File: src/rtl/dbgp_pkg.sv
package dbgp_pkg;
  localparam int DR_W = 35;
  localparam int DW   = 32;

  localparam logic [3:0] IR_ABORT  = 4'h8;
  localparam logic [3:0] IR_DPACC  = 4'hA;
  localparam logic [3:0] IR_APACC  = 4'hB;
  localparam logic [3:0] IR_IDCODE = 4'hE;

  localparam logic [2:0] ACK_OK   = 3'b010;
  localparam logic [2:0] ACK_WAIT = 3'b001;

  localparam logic [1:0] DPA_ZERO  = 2'd0;
  localparam logic [1:0] DPA_CTRL  = 2'd1;
  localparam logic [1:0] DPA_SEL   = 2'd2;
  localparam logic [1:0] DPA_RDBUF = 2'd3;

  localparam int CS_ORUNDET = 0;
  localparam int CS_ORUN    = 1;
  localparam int CS_ERR     = 5;
  localparam int CS_DBGREQ  = 28;
  localparam int CS_DBGACK  = 29;
  localparam int CS_SYSREQ  = 30;
  localparam int CS_SYSACK  = 31;

  typedef struct packed {
    logic          we;
    logic [5:0]    addr;
    logic [DW-1:0] wdata;
  } ap_req_t;
endpackage

File: src/rtl/dbgp_dr_shift.sv
module dbgp_dr_shift
  import dbgp_pkg::*;
#(
  parameter logic [31:0] IDCODE = 32'h4A53_0E2C
) (
  input  logic            clk,
  input  logic            rst_n,
  input  logic [3:0]      ir,
  input  logic            capture,
  input  logic            shift,
  input  logic            tdi,
  input  logic [2:0]      cap_ack,
  input  logic [DW-1:0]   cap_data,
  output logic [DR_W-1:0] dr,
  output logic            tdo
);
  typedef enum logic [1:0] {K_BYP, K_ACC, K_ID} kind_e;
  kind_e kind;

  always_comb begin
    unique case (ir)
      IR_ABORT, IR_DPACC, IR_APACC: kind = K_ACC;
      IR_IDCODE:                    kind = K_ID;
      default:                      kind = K_BYP;
    endcase
  end

  always_ff @(posedge clk or negedge rst_n) begin
    if (!rst_n) begin
      dr <= '0;
    end else if (capture) begin
      unique case (kind)
        K_ACC:   dr <= {cap_data, cap_ack};
        K_ID:    dr <= {3'b000, IDCODE[31:1], 1'b1};
        default: dr <= '0;
      endcase
    end else if (shift) begin
      unique case (kind)
        K_ACC:   dr <= {tdi, dr[DR_W-1:1]};
        K_ID:    dr <= {3'b000, tdi, dr[31:1]};
        default: dr <= {{(DR_W-1){1'b0}}, tdi};
      endcase
    end
  end

  assign tdo = dr[0];

  p_idcode_lsb_r2: assert property (@(posedge clk) disable iff (!rst_n)
    (capture && ir == IR_IDCODE) |=> dr[0]);

  p_ack_code_r3: assert property (@(posedge clk) disable iff (!rst_n)
    (capture && (ir == IR_DPACC || ir == IR_APACC)) |=>
      (dr[2:0] == ACK_OK || dr[2:0] == ACK_WAIT));

  p_bypass_zero_r1: assert property (@(posedge clk) disable iff (!rst_n)
    (capture && kind == K_BYP) |=> (dr == '0));
endmodule

File: src/rtl/dbgp_ap_stub.sv
module dbgp_ap_stub
  import dbgp_pkg::*;
#(
  parameter int AP_LAT    = 40,
  parameter int NUM_BANKS = 4
) (
  input  logic          clk,
  input  logic          rst_n,
  input  logic          req_valid,
  output logic          req_ready,
  input  ap_req_t       req,
  input  logic          abort,
  output logic          done,
  output logic [DW-1:0] rdata
);
  localparam int WORDS = NUM_BANKS * 4;
  localparam int AW    = $clog2(WORDS);
  localparam int CW    = $clog2(AP_LAT + 1);

  logic [CW-1:0] cnt;
  ap_req_t       pend;
  logic          finish;
  logic [DW-1:0] mem [WORDS];

  assign req_ready = (cnt == '0);
  assign finish    = (cnt == CW'(1)) && !abort;
  assign done      = finish && !pend.we;
  assign rdata     = mem[pend.addr[AW-1:0]];

  always_ff @(posedge clk or negedge rst_n) begin
    if (!rst_n) begin
      cnt  <= '0;
      pend <= '0;
    end else if (abort) begin
      cnt <= '0;
    end else if (req_valid && req_ready) begin
      cnt  <= CW'(AP_LAT);
      pend <= req;
    end else if (cnt != '0) begin
      cnt <= cnt - CW'(1);
    end
  end

  for (genvar w = 0; w < WORDS; w++) begin : g_word
    always_ff @(posedge clk or negedge rst_n) begin
      if (!rst_n)
        mem[w] <= '0;
      else if (finish && pend.we && pend.addr[AW-1:0] == AW'(w))
        mem[w] <= pend.wdata;
    end
  end

  p_offer_when_ready_r5: assert property (@(posedge clk) disable iff (!rst_n)
    req_valid |-> req_ready);

  p_addr_in_range_r7: assert property (@(posedge clk) disable iff (!rst_n)
    req_valid |-> ((req.addr >> AW) == '0));

  p_abort_idles_r11: assert property (@(posedge clk) disable iff (!rst_n)
    abort |=> req_ready);

  p_busy_after_start_r10: assert property (@(posedge clk) disable iff (!rst_n)
    (req_valid && !abort) |=> !req_ready);
endmodule

File: src/rtl/dbgp_dp_regs.sv
module dbgp_dp_regs
  import dbgp_pkg::*;
#(
  parameter int NUM_BANKS = 4
) (
  input  logic            clk,
  input  logic            rst_n,
  input  logic [3:0]      ir,
  input  logic            capture,
  input  logic            update,
  input  logic [DR_W-1:0] dr,
  input  logic            ap_ready,
  input  logic            ap_done,
  input  logic [DW-1:0]   ap_rdata,
  output logic            ap_valid,
  output ap_req_t         ap_req,
  output logic            ap_abort,
  output logic [2:0]      cap_ack,
  output logic [DW-1:0]   cap_data
);
  logic          wait_q;
  logic          orundet, orun, err;
  logic          dbg_req, sys_req, dbg_ack, sys_ack;
  logic [DW-1:0] sel_q, posted;
  logic [DW-1:0] ctrl_rd, dp_rd, wd;
  logic [1:0]    a;
  logic          rnw, acc_ir, upd_go, ap_try, ap_exists;
  logic [3:0]    bank;

  assign rnw    = dr[0];
  assign a      = dr[2:1];
  assign wd     = dr[DR_W-1:3];
  assign acc_ir = (ir == IR_DPACC) || (ir == IR_APACC);
  assign bank   = sel_q[7:4];

  assign ap_exists = (sel_q[31:24] == 8'd0) && (32'(bank) < NUM_BANKS);
  assign upd_go    = update && acc_ir && !wait_q;
  assign ap_try    = upd_go && (ir == IR_APACC) && !(orun || err);
  assign ap_valid  = ap_try && ap_exists;
  assign ap_abort  = update && (ir == IR_ABORT) && (wd == 32'd1);

  always_comb begin
    ap_req       = '0;
    ap_req.we    = !rnw;
    ap_req.addr  = {bank, a};
    ap_req.wdata = wd;
  end

  always_comb begin
    ctrl_rd             = '0;
    ctrl_rd[CS_ORUNDET] = orundet;
    ctrl_rd[CS_ORUN]    = orun;
    ctrl_rd[CS_ERR]     = err;
    ctrl_rd[CS_DBGREQ]  = dbg_req;
    ctrl_rd[CS_DBGACK]  = dbg_ack;
    ctrl_rd[CS_SYSREQ]  = sys_req;
    ctrl_rd[CS_SYSACK]  = sys_ack;
  end

  always_comb begin
    unique case (a)
      DPA_CTRL:  dp_rd = ctrl_rd;
      DPA_SEL:   dp_rd = sel_q;
      DPA_RDBUF: dp_rd = posted;
      default:   dp_rd = '0;
    endcase
  end

  assign cap_ack  = ap_ready ? ACK_OK : ACK_WAIT;
  assign cap_data = posted;

  always_ff @(posedge clk or negedge rst_n) begin
    if (!rst_n) begin
      wait_q  <= 1'b0;
      orundet <= 1'b0;
      orun    <= 1'b0;
      err     <= 1'b0;
      dbg_req <= 1'b0;
      sys_req <= 1'b0;
      dbg_ack <= 1'b0;
      sys_ack <= 1'b0;
      sel_q   <= '0;
      posted  <= '0;
    end else begin
      dbg_ack <= dbg_req;
      sys_ack <= sys_req;
      if (capture && acc_ir)
        wait_q <= !ap_ready;
      if (update && acc_ir && wait_q && orundet)
        orun <= 1'b1;
      if (ap_try && !ap_exists)
        err <= 1'b1;
      if (upd_go && ir == IR_DPACC) begin
        if (rnw) begin
          posted <= dp_rd;
        end else begin
          unique case (a)
            DPA_CTRL: begin
              orundet <= wd[CS_ORUNDET];
              dbg_req <= wd[CS_DBGREQ];
              sys_req <= wd[CS_SYSREQ];
              if (wd[CS_ORUN]) orun <= 1'b0;
              if (wd[CS_ERR])  err  <= 1'b0;
            end
            DPA_SEL: sel_q <= wd;
            default: ;
          endcase
        end
      end
      if (ap_done)
        posted <= ap_rdata;
    end
  end

  p_wait_keeps_sel_r5: assert property (@(posedge clk) disable iff (!rst_n)
    (update && acc_ir && wait_q) |=> $stable(sel_q));

  p_orun_on_discard_r6: assert property (@(posedge clk) disable iff (!rst_n)
    (update && acc_ir && wait_q && orundet) |=> orun);

  p_pwr_ack_follows_r9: assert property (@(posedge clk) disable iff (!rst_n)
    $past(rst_n) |-> ({sys_ack, dbg_ack} == $past({sys_req, dbg_req})));

  p_no_ap_when_sticky_r8: assert property (@(posedge clk) disable iff (!rst_n)
    (orun || err) |-> !ap_valid);
endmodule

File: src/rtl/dbgport_resp.sv
module dbgport_resp
  import dbgp_pkg::*;
#(
  parameter logic [31:0] IDCODE    = 32'h4A53_0E2C,
  parameter int          AP_LAT    = 40,
  parameter int          NUM_BANKS = 4
) (
  input  logic       tck,
  input  logic       trst_n,
  input  logic [3:0] ir_sel,
  input  logic       capture_dr,
  input  logic       shift_dr,
  input  logic       update_dr,
  input  logic       tdi,
  output logic       tdo
);
  logic [DR_W-1:0] dr;
  logic [2:0]      cap_ack;
  logic [DW-1:0]   cap_data;
  logic            ap_valid, ap_ready, ap_abort, ap_done;
  ap_req_t         ap_req;
  logic [DW-1:0]   ap_rdata;

  dbgp_dr_shift #(.IDCODE(IDCODE)) u_shift (
    .clk(tck), .rst_n(trst_n), .ir(ir_sel), .capture(capture_dr),
    .shift(shift_dr), .tdi(tdi), .cap_ack(cap_ack), .cap_data(cap_data),
    .dr(dr), .tdo(tdo)
  );

  dbgp_dp_regs #(.NUM_BANKS(NUM_BANKS)) u_regs (
    .clk(tck), .rst_n(trst_n), .ir(ir_sel), .capture(capture_dr),
    .update(update_dr), .dr(dr), .ap_ready(ap_ready), .ap_done(ap_done),
    .ap_rdata(ap_rdata), .ap_valid(ap_valid), .ap_req(ap_req),
    .ap_abort(ap_abort), .cap_ack(cap_ack), .cap_data(cap_data)
  );

  dbgp_ap_stub #(.AP_LAT(AP_LAT), .NUM_BANKS(NUM_BANKS)) u_ap (
    .clk(tck), .rst_n(trst_n), .req_valid(ap_valid), .req_ready(ap_ready),
    .req(ap_req), .abort(ap_abort), .done(ap_done), .rdata(ap_rdata)
  );
endmodule

File: config.mk
export PLATFORM = sky130hd
export DESIGN_NAME = dbgport_resp
export DESIGN_NICKNAME = d
export VERILOG_FILES = /design/src/rtl/dbgp_pkg.sv /design/src/rtl/dbgp_dr_shift.sv /design/src/rtl/dbgp_ap_stub.sv /design/src/rtl/dbgp_dp_regs.sv /design/src/rtl/dbgport_resp.sv
export SDC_FILE = /design/constraint.sdc
export NUM_CORES = 1
export LEC_CHECK = 0
export BUFFER_PORTS_ARGS = -buffer_cell sky130_fd_sc_hd__buf_2
export CORE_MARGIN = 4
export CORE_UTILIZATION = 55
export DETAILED_ROUTE_END_ITERATION = 6
export GPL_ROUTABILITY_DRIVEN = 0
export PLACE_DENSITY = 0.7
export SLEW_MARGIN = 40
export SYNTH_ARGS = -nofsm -noshare
export SYNTH_HDL_FRONTEND = slang
export SYNTH_HIERARCHICAL = 1
export SYNTH_SLANG_ARGS = --single-unit
File: constraint.sdc
create_clock -name tck -period 3.6 [get_ports tck]
set_clock_uncertainty 0.15 [all_clocks]
set_input_delay 0.36 -clock tck [delete_from_list [all_inputs] [get_ports tck]]
set_output_delay 0.36 -clock tck [all_outputs]
set_load 0.03 [all_outputs]
# Word-level counts from Yosys, hierarchy flattened
# Index checks and enable logic that the tools add are counted.
# totals
out_inout_bits	1
regBits	662
# op_classes
add_sub_neg	1
bitwise_logic	3
mux	26
magnitude_cmp	2
n_reduce_logical	55
n_eq_ne	27
# ops
operator	count
$mux W32	5
$pmux W35 S2	2
$bmux W32 S4	1
$pmux W32 S3	1
$mux W35	2
$eq A4 B4 Y1 const B	12
$logic_and A1 B1 Y1	33
$eq A32 B1 Y1 const B	1
$mux W6	3
$eq A4 B3 Y1 const B	4
$mux W1	10
$reduce_and A3 Y1	3
$eq A4 B2 Y1 const B	2
$logic_not A8 Y1	1
$logic_not A1 Y1	7
$eq A2 B2 Y1 const B	3
$eq A6 B1 Y1 const B	1
$logic_not A6 Y1	1
$reduce_bool A2 Y1	3
$reduce_bool A6 Y1	1
$sub A6 B1 Y6 const B	1
$ge A5 B5 Y1 const B	1
$not A4 Y5	1
$eq A2 B1 Y1 const B	2
other kinds (11)	13

# Longest topological paths before layout
# logic_depth
word_depth	12
mapped_depth	13
ltp_nobuf	9

# Hierarchy
# The synthesis kept the hierarchy.
# by_module_without_submodules
module	cells_per_inst	seq_area_each_um2	n_inst	area_each_um2
dbgp_ap_stub	1540	13888.3	1	24873.9
dbgp_dp_regs	280	1801.7	1	3530.9
dbgp_dr_shift	190	875.8	1	1774.2

# Worst setup path before layout
# OpenSTA, ideal clock, no wires.
# synth_timing
path_kind	input to register
startpoint	in ir_sel[0]
endpoint	reg u_regs.posted[10], in the netlist u_regs/cap_data[10]
setup_ns	0.066
path_slack_ns	0.557
arrival_time_ns	2.827
required_ns	3.384
stages	12
path_buffers	5
cell_sequence	nand4bb_1 -> buf_2 -> or3_1 -> nor3_1 -> buf_6 -> or3b_1 -> buf_2 -> nor3_1 -> clkbuf_1 -> nor4b_4 -> buf_6 -> a221o_1
# synth_between
elab_chain_len	8
# synth_lines
element	line_no	source
start, declared	dbgport_resp.sv:10	input logic [3:0] ir_sel,
$eq A4 B4 Y1 *	dbgp_dp_regs.sv:40	assign ap_abort = update && (ir == IR_ABORT) && (wd == 32'd1);
$logic_and A1 B1 Y1 * (2 in series)	dbgp_dp_regs.sv:40	
named net ap_abort	dbgport_resp.sv:20	logic ap_valid, ap_ready, ap_abort, ap_done;
$logic_not A1 Y1 *	dbgp_ap_stub.sv:26	assign finish = (cnt == CW'(1)) && !abort;
$logic_and A1 B1 Y1 *	dbgp_ap_stub.sv:26	
$logic_and A1 B1 Y1 *	dbgp_ap_stub.sv:27	assign done = finish && !pend.we;
named net ap_done	dbgport_resp.sv:20	
$ne A2 B2 Y1 (no source line) / $reduce_bool A2 Y1 (equally long branches)	--	
$reduce_and A3 Y1 (no source line)	--	
end signal, assigned	dbgp_dp_regs.sv:95	posted <= dp_rd;
end signal, assigned	dbgp_dp_regs.sv:111	posted <= ap_rdata;
end, declared	dbgp_dp_regs.sv:24	logic [DW-1:0] sel_q, posted;
# The timed path passes the listed nets; every way through them passes the cells marked *.
# A chain may end at the register's enable or synchronous reset.

# Worst setup path in the final report
# layout_timing
startpoint	reg u_shift.dr[34]
endpoint	reg u_regs.posted[11], in the netlist u_regs/cap_data[11]
# layout_between
elab_chain_len	7
# layout_lines
element	line_no	source
start, declared	dbgp_dr_shift.sv:14	output logic [DR_W-1:0] dr,
start signal, assigned	dbgp_dr_shift.sv:33	K_ACC: dr <= {cap_data, cap_ack};
start signal, assigned	dbgp_dr_shift.sv:34	K_ID: dr <= {3'b000, IDCODE[31:1], 1'b1};
start signal, assigned	dbgp_dr_shift.sv:39	K_ACC: dr <= {tdi, dr[DR_W-1:1]};
$eq A32 B1 Y1 *	dbgp_dp_regs.sv:40	
$logic_and A1 B1 Y1 *	dbgp_dp_regs.sv:40	
named net ap_abort	dbgport_resp.sv:20	
$logic_not A1 Y1 *	dbgp_ap_stub.sv:26	
$logic_and A1 B1 Y1 *	dbgp_ap_stub.sv:26	
$logic_and A1 B1 Y1 *	dbgp_ap_stub.sv:27	
named net ap_done	dbgport_resp.sv:20	
$ne A2 B2 Y1 (no source line) / $reduce_bool A2 Y1 (equally long branches)	--	
$reduce_and A3 Y1 (no source line)	--	
# Marks and branches as above.

==> key figures <==
Setup path
  – CP top delay family: simple AND/OR/NAND/NOR gates
  – Worst EP required: 3.99 ns
  – Endpoint class of the critical path: flop
  – Worst path max stage delay: 0.56 ns
  – Startpoint types: flop
  – Data arrival time at the worst-slack endpoint: 3.76 ns
  – R2r worst-path depth: 10
  – Crit path buffers/inverters: 3
  – Highest fanout seen on the critical path: 25
  – CP max-delay cell: nor4_1
  – Crit path depth: 10
  – CP most frequent cell: buf_4
  – RR Endpoint: u_regs/cap_data[11]
  – Cell-by-cell listing of the critical path: nor4_1 > nand4_1 > nor3_1 > buf_4 > or3b_1 > nor3_2 > buf_4 > nor4b_4 > buf_4 > a221o_1
  – Category of the critical setup timing path: flop to flop
  – Setup slack, reg-to-reg: between 0.2 and 0.25 ns
  – Worst flop-to-flop path startpoint: u_shift/dr[34]

Synth
  – Mapped Nets: 2026
  – Gate Count Post-Synth: 2008
  – Synth warn: 6
  – Mean post-synth cell area: 15.0 um2
  – Cell area after synthesis: 30200 um2

Global route
  – Global-route wire length before repair: 115000 um
  – Maximum number of pins on one net before global-route repair: 135
  – Initial antenna violation count: 0
  – Global-route usage over all layers: 0.255
  – Total congestion overflow: 0
  – Via count of the first global-routing pass: 18594

Job
  – Max-capacitance violation count: 0

Layout
  – Fraction of layout cells with a size suffix above 1: 0.450
  – Final Core Density: 0.614
  – Final Cell Area: 33100 um2
  – Total inserted antenna cells: 0
  – Number of nets in the layout: 1984
  – Layout Area Growth over Synthesis: 9.89%

Detailed routing
  – Total wire length after detailed routing: 73600 um
  – Average wire per cell in the routed design: 27.2 um
  – Vias after detailed routing: 17514
  – DR pass1 iterations: 5
  – Final antenna-violating net count: 0
  – Vias/cell: 6.47
  – DRT iter0 DRCs: 1460
  – Remaining routing DRC violations: 0

Floorplan
  – Initial core utilization: 0.558
  – Row count: 85
  – Chip height: 242 um
  – Die area: 58700 um2
  – Num ports: 11
  – Floorplan die width: 242 um
  – Core Area: 54000 um2

Placement
  – Placed Area: 30900 um2
  – Count of port buffers added during placement: 10
  – HPWL after detailed placement: approximately 45000 um

STA
  – Final count of pins violating max slew: 0
  – Hold_ws: 0.0514 ns
  – Slew Limit Headroom: 0.446
  – Unrepaired setup endpoints after global routing: false
  – Transition at the pin with the smallest max-transition slack: 0.826 ns
  – Clock period minus final worst setup slack: 3.38 ns
  – Highest achievable clock rate: 0.296 GHz
  – Final Hold Violating Endpoints: 0
  – Final period utilization: 0.938
  – Finish-stage setup viols: 0
  – Aggregate negative setup slack: 0 ns

Power
  – PD cells: 461 nW/um2
  – Cell Int Power: 11.9 mW
  – Clock network power share: 0.462
  – Logic gate share of total power: 0.043
  – Proportion of total power due to net switching: 0.223
  – Worst supply voltage drop on vdd: 0.373 mV
  – Leakage power summed over all cells: 15.9 nW
  – Total net switching power: 3.41 mW
  – Sequential Power Share: 0.495

Clock tree
  – Setup Fix Bufs, Post-CTS: 0
  – Hold buffer count at CTS: 2
  – Number of resized instances in the post-cts repair step: 0
  – CTS HTree Levels: 3
  – Clock transition at the registers of the reported paths: 0.06 ns
  – Insertion delay of the later-clocked pin in the worst-skew pair: 0.61 ns
  – Clock tree from TritonCTS: done
  – Buffer levels on the longest clock path: 3
  – Total clock buffers created by CTS: 69
  – Sinks on the clock net: 662
  – CTS root buffer: clkbuf_16

Min path
  – Destination of the worst hold path: u_shift/dr[34]
  – Startpoint of the most critical hold path: tdi
  – Min-Delay Path Class: input pin to flop
  – Number of instances on the worst hold path: 4

Run status
  – Outcome: completed
==> flip-flops by register name, indices dropped and copies added (netlist names), 6 cells and up <==
register,count
u_ap/mem,512
u_ap/pend,37
u_shift/dr,35
u_regs/cap_data,32
u_regs/sel_q,32
u_ap/cnt,6
==> cell usage in the layout (no fill, tap or decap), types with 6 or more instances in the layout <==
| master | count |
|---|---|
| clkbuf_1 | 15 |
| a32oi_1 | 11 |
| nand2_1 | 48 |
| a221o_1 | 39 |
| mux4_2 | 128 |
| mux2_2 | 542 |
| clkbuf_16 | 73 |
| nand3_1 | 9 |
| nor3_1 | 11 |
| dfrtp_1 | 660 |
| a21oi_1 | 30 |
| o21ai_0 | 12 |
| buf_12 | 23 |
| clkbuf_8 | 20 |
| and2_1 | 26 |
| o22ai_1 | 6 |
| a22oi_1 | 71 |
| nand4b_1 | 6 |
| nand4_1 | 13 |
| buf_2 | 9 |
| ha_1 | 8 |
| nor4_1 | 15 |
| buf_4 | 63 |
| inv_1 | 13 |
| mux2_1 | 33 |
| nor2b_1 | 6 |
| mux2_4 | 10 |
| nor2_1 | 27 |
| nor3b_1 | 9 |
==> worst max-delay path by stage <==
stage | from | slack, ns | to
3_5_place_dp | ir_sel[1] | 0.14 | u_regs/cap_data[10]
5_1_grt | u_shift/dr[34] | 0.05 | u_regs/cap_data[16]
4_1_cts | u_shift/dr[34] | 0.23 | u_regs/cap_data[11]
6_report | u_shift/dr[34] | 0.22 | u_regs/cap_data[11]
3_3_place_gp | ir_sel[1] | 0.23 | u_regs/cap_data[10]
2_1_floorplan | ir_sel[0] | 0.56 | u_regs/cap_data[10]
==> power by group through the flow <==
stage | Clock, mW | Combinational [mW] | Sequential (mW)
final | 7.07 | 0.650 | 7.57
after global routing | 7.52 | 0.719 | 7.57
after CTS | 7.21 | 0.654 | 7.56
after detailed placement | 0 | 0.649 | 7.70
after global placement | 0 | 0.625 | 7.69
after floorplan | 0 | 0.396 | 7.68
==> tightest hold or removal path, stage by stage <==
cell     delay, ns
buf_2         0.11
nand2_1       0.05
o21ai_0       0.13
a22o_1        0.12
==> final cells by class <==
class	instances	area, um2
Timing Repair Buffer	98	1010
Tap cell	696	871
Clock buffer	108	2160
Multi-Input combinational cell	1122	12400
Clock inverter	9	92.6
Inverter	13	48.8
Sequential cell	662	16600
Fill cell	3980	20900
==> per-layer routing <==
metal	up-vias	global-route usage	part of all wire
li1	7398	-	-
met4	0	0.0787	0.032
met2	566	0.407	0.48
met3	145	0.0526	0.064
met1	9405	0.357	0.42
met5	-	0	0
==> metrics by stage <==
step / power (mW) / setup WS [ns] / cells
2_1_floorplan: 8.08 / 0.557 / 2008
3_3_place_gp: 8.32 / 0.229 / 2589
3_5_place_dp: 8.35 / 0.138 / 2589
4_1_cts: 15.4 / 0.234 / 2708
5_1_grt: 15.8 / 0.0498 / 2708
6_report: 15.3 / 0.223 / 2708
Power figures use the tool's default switching activity.
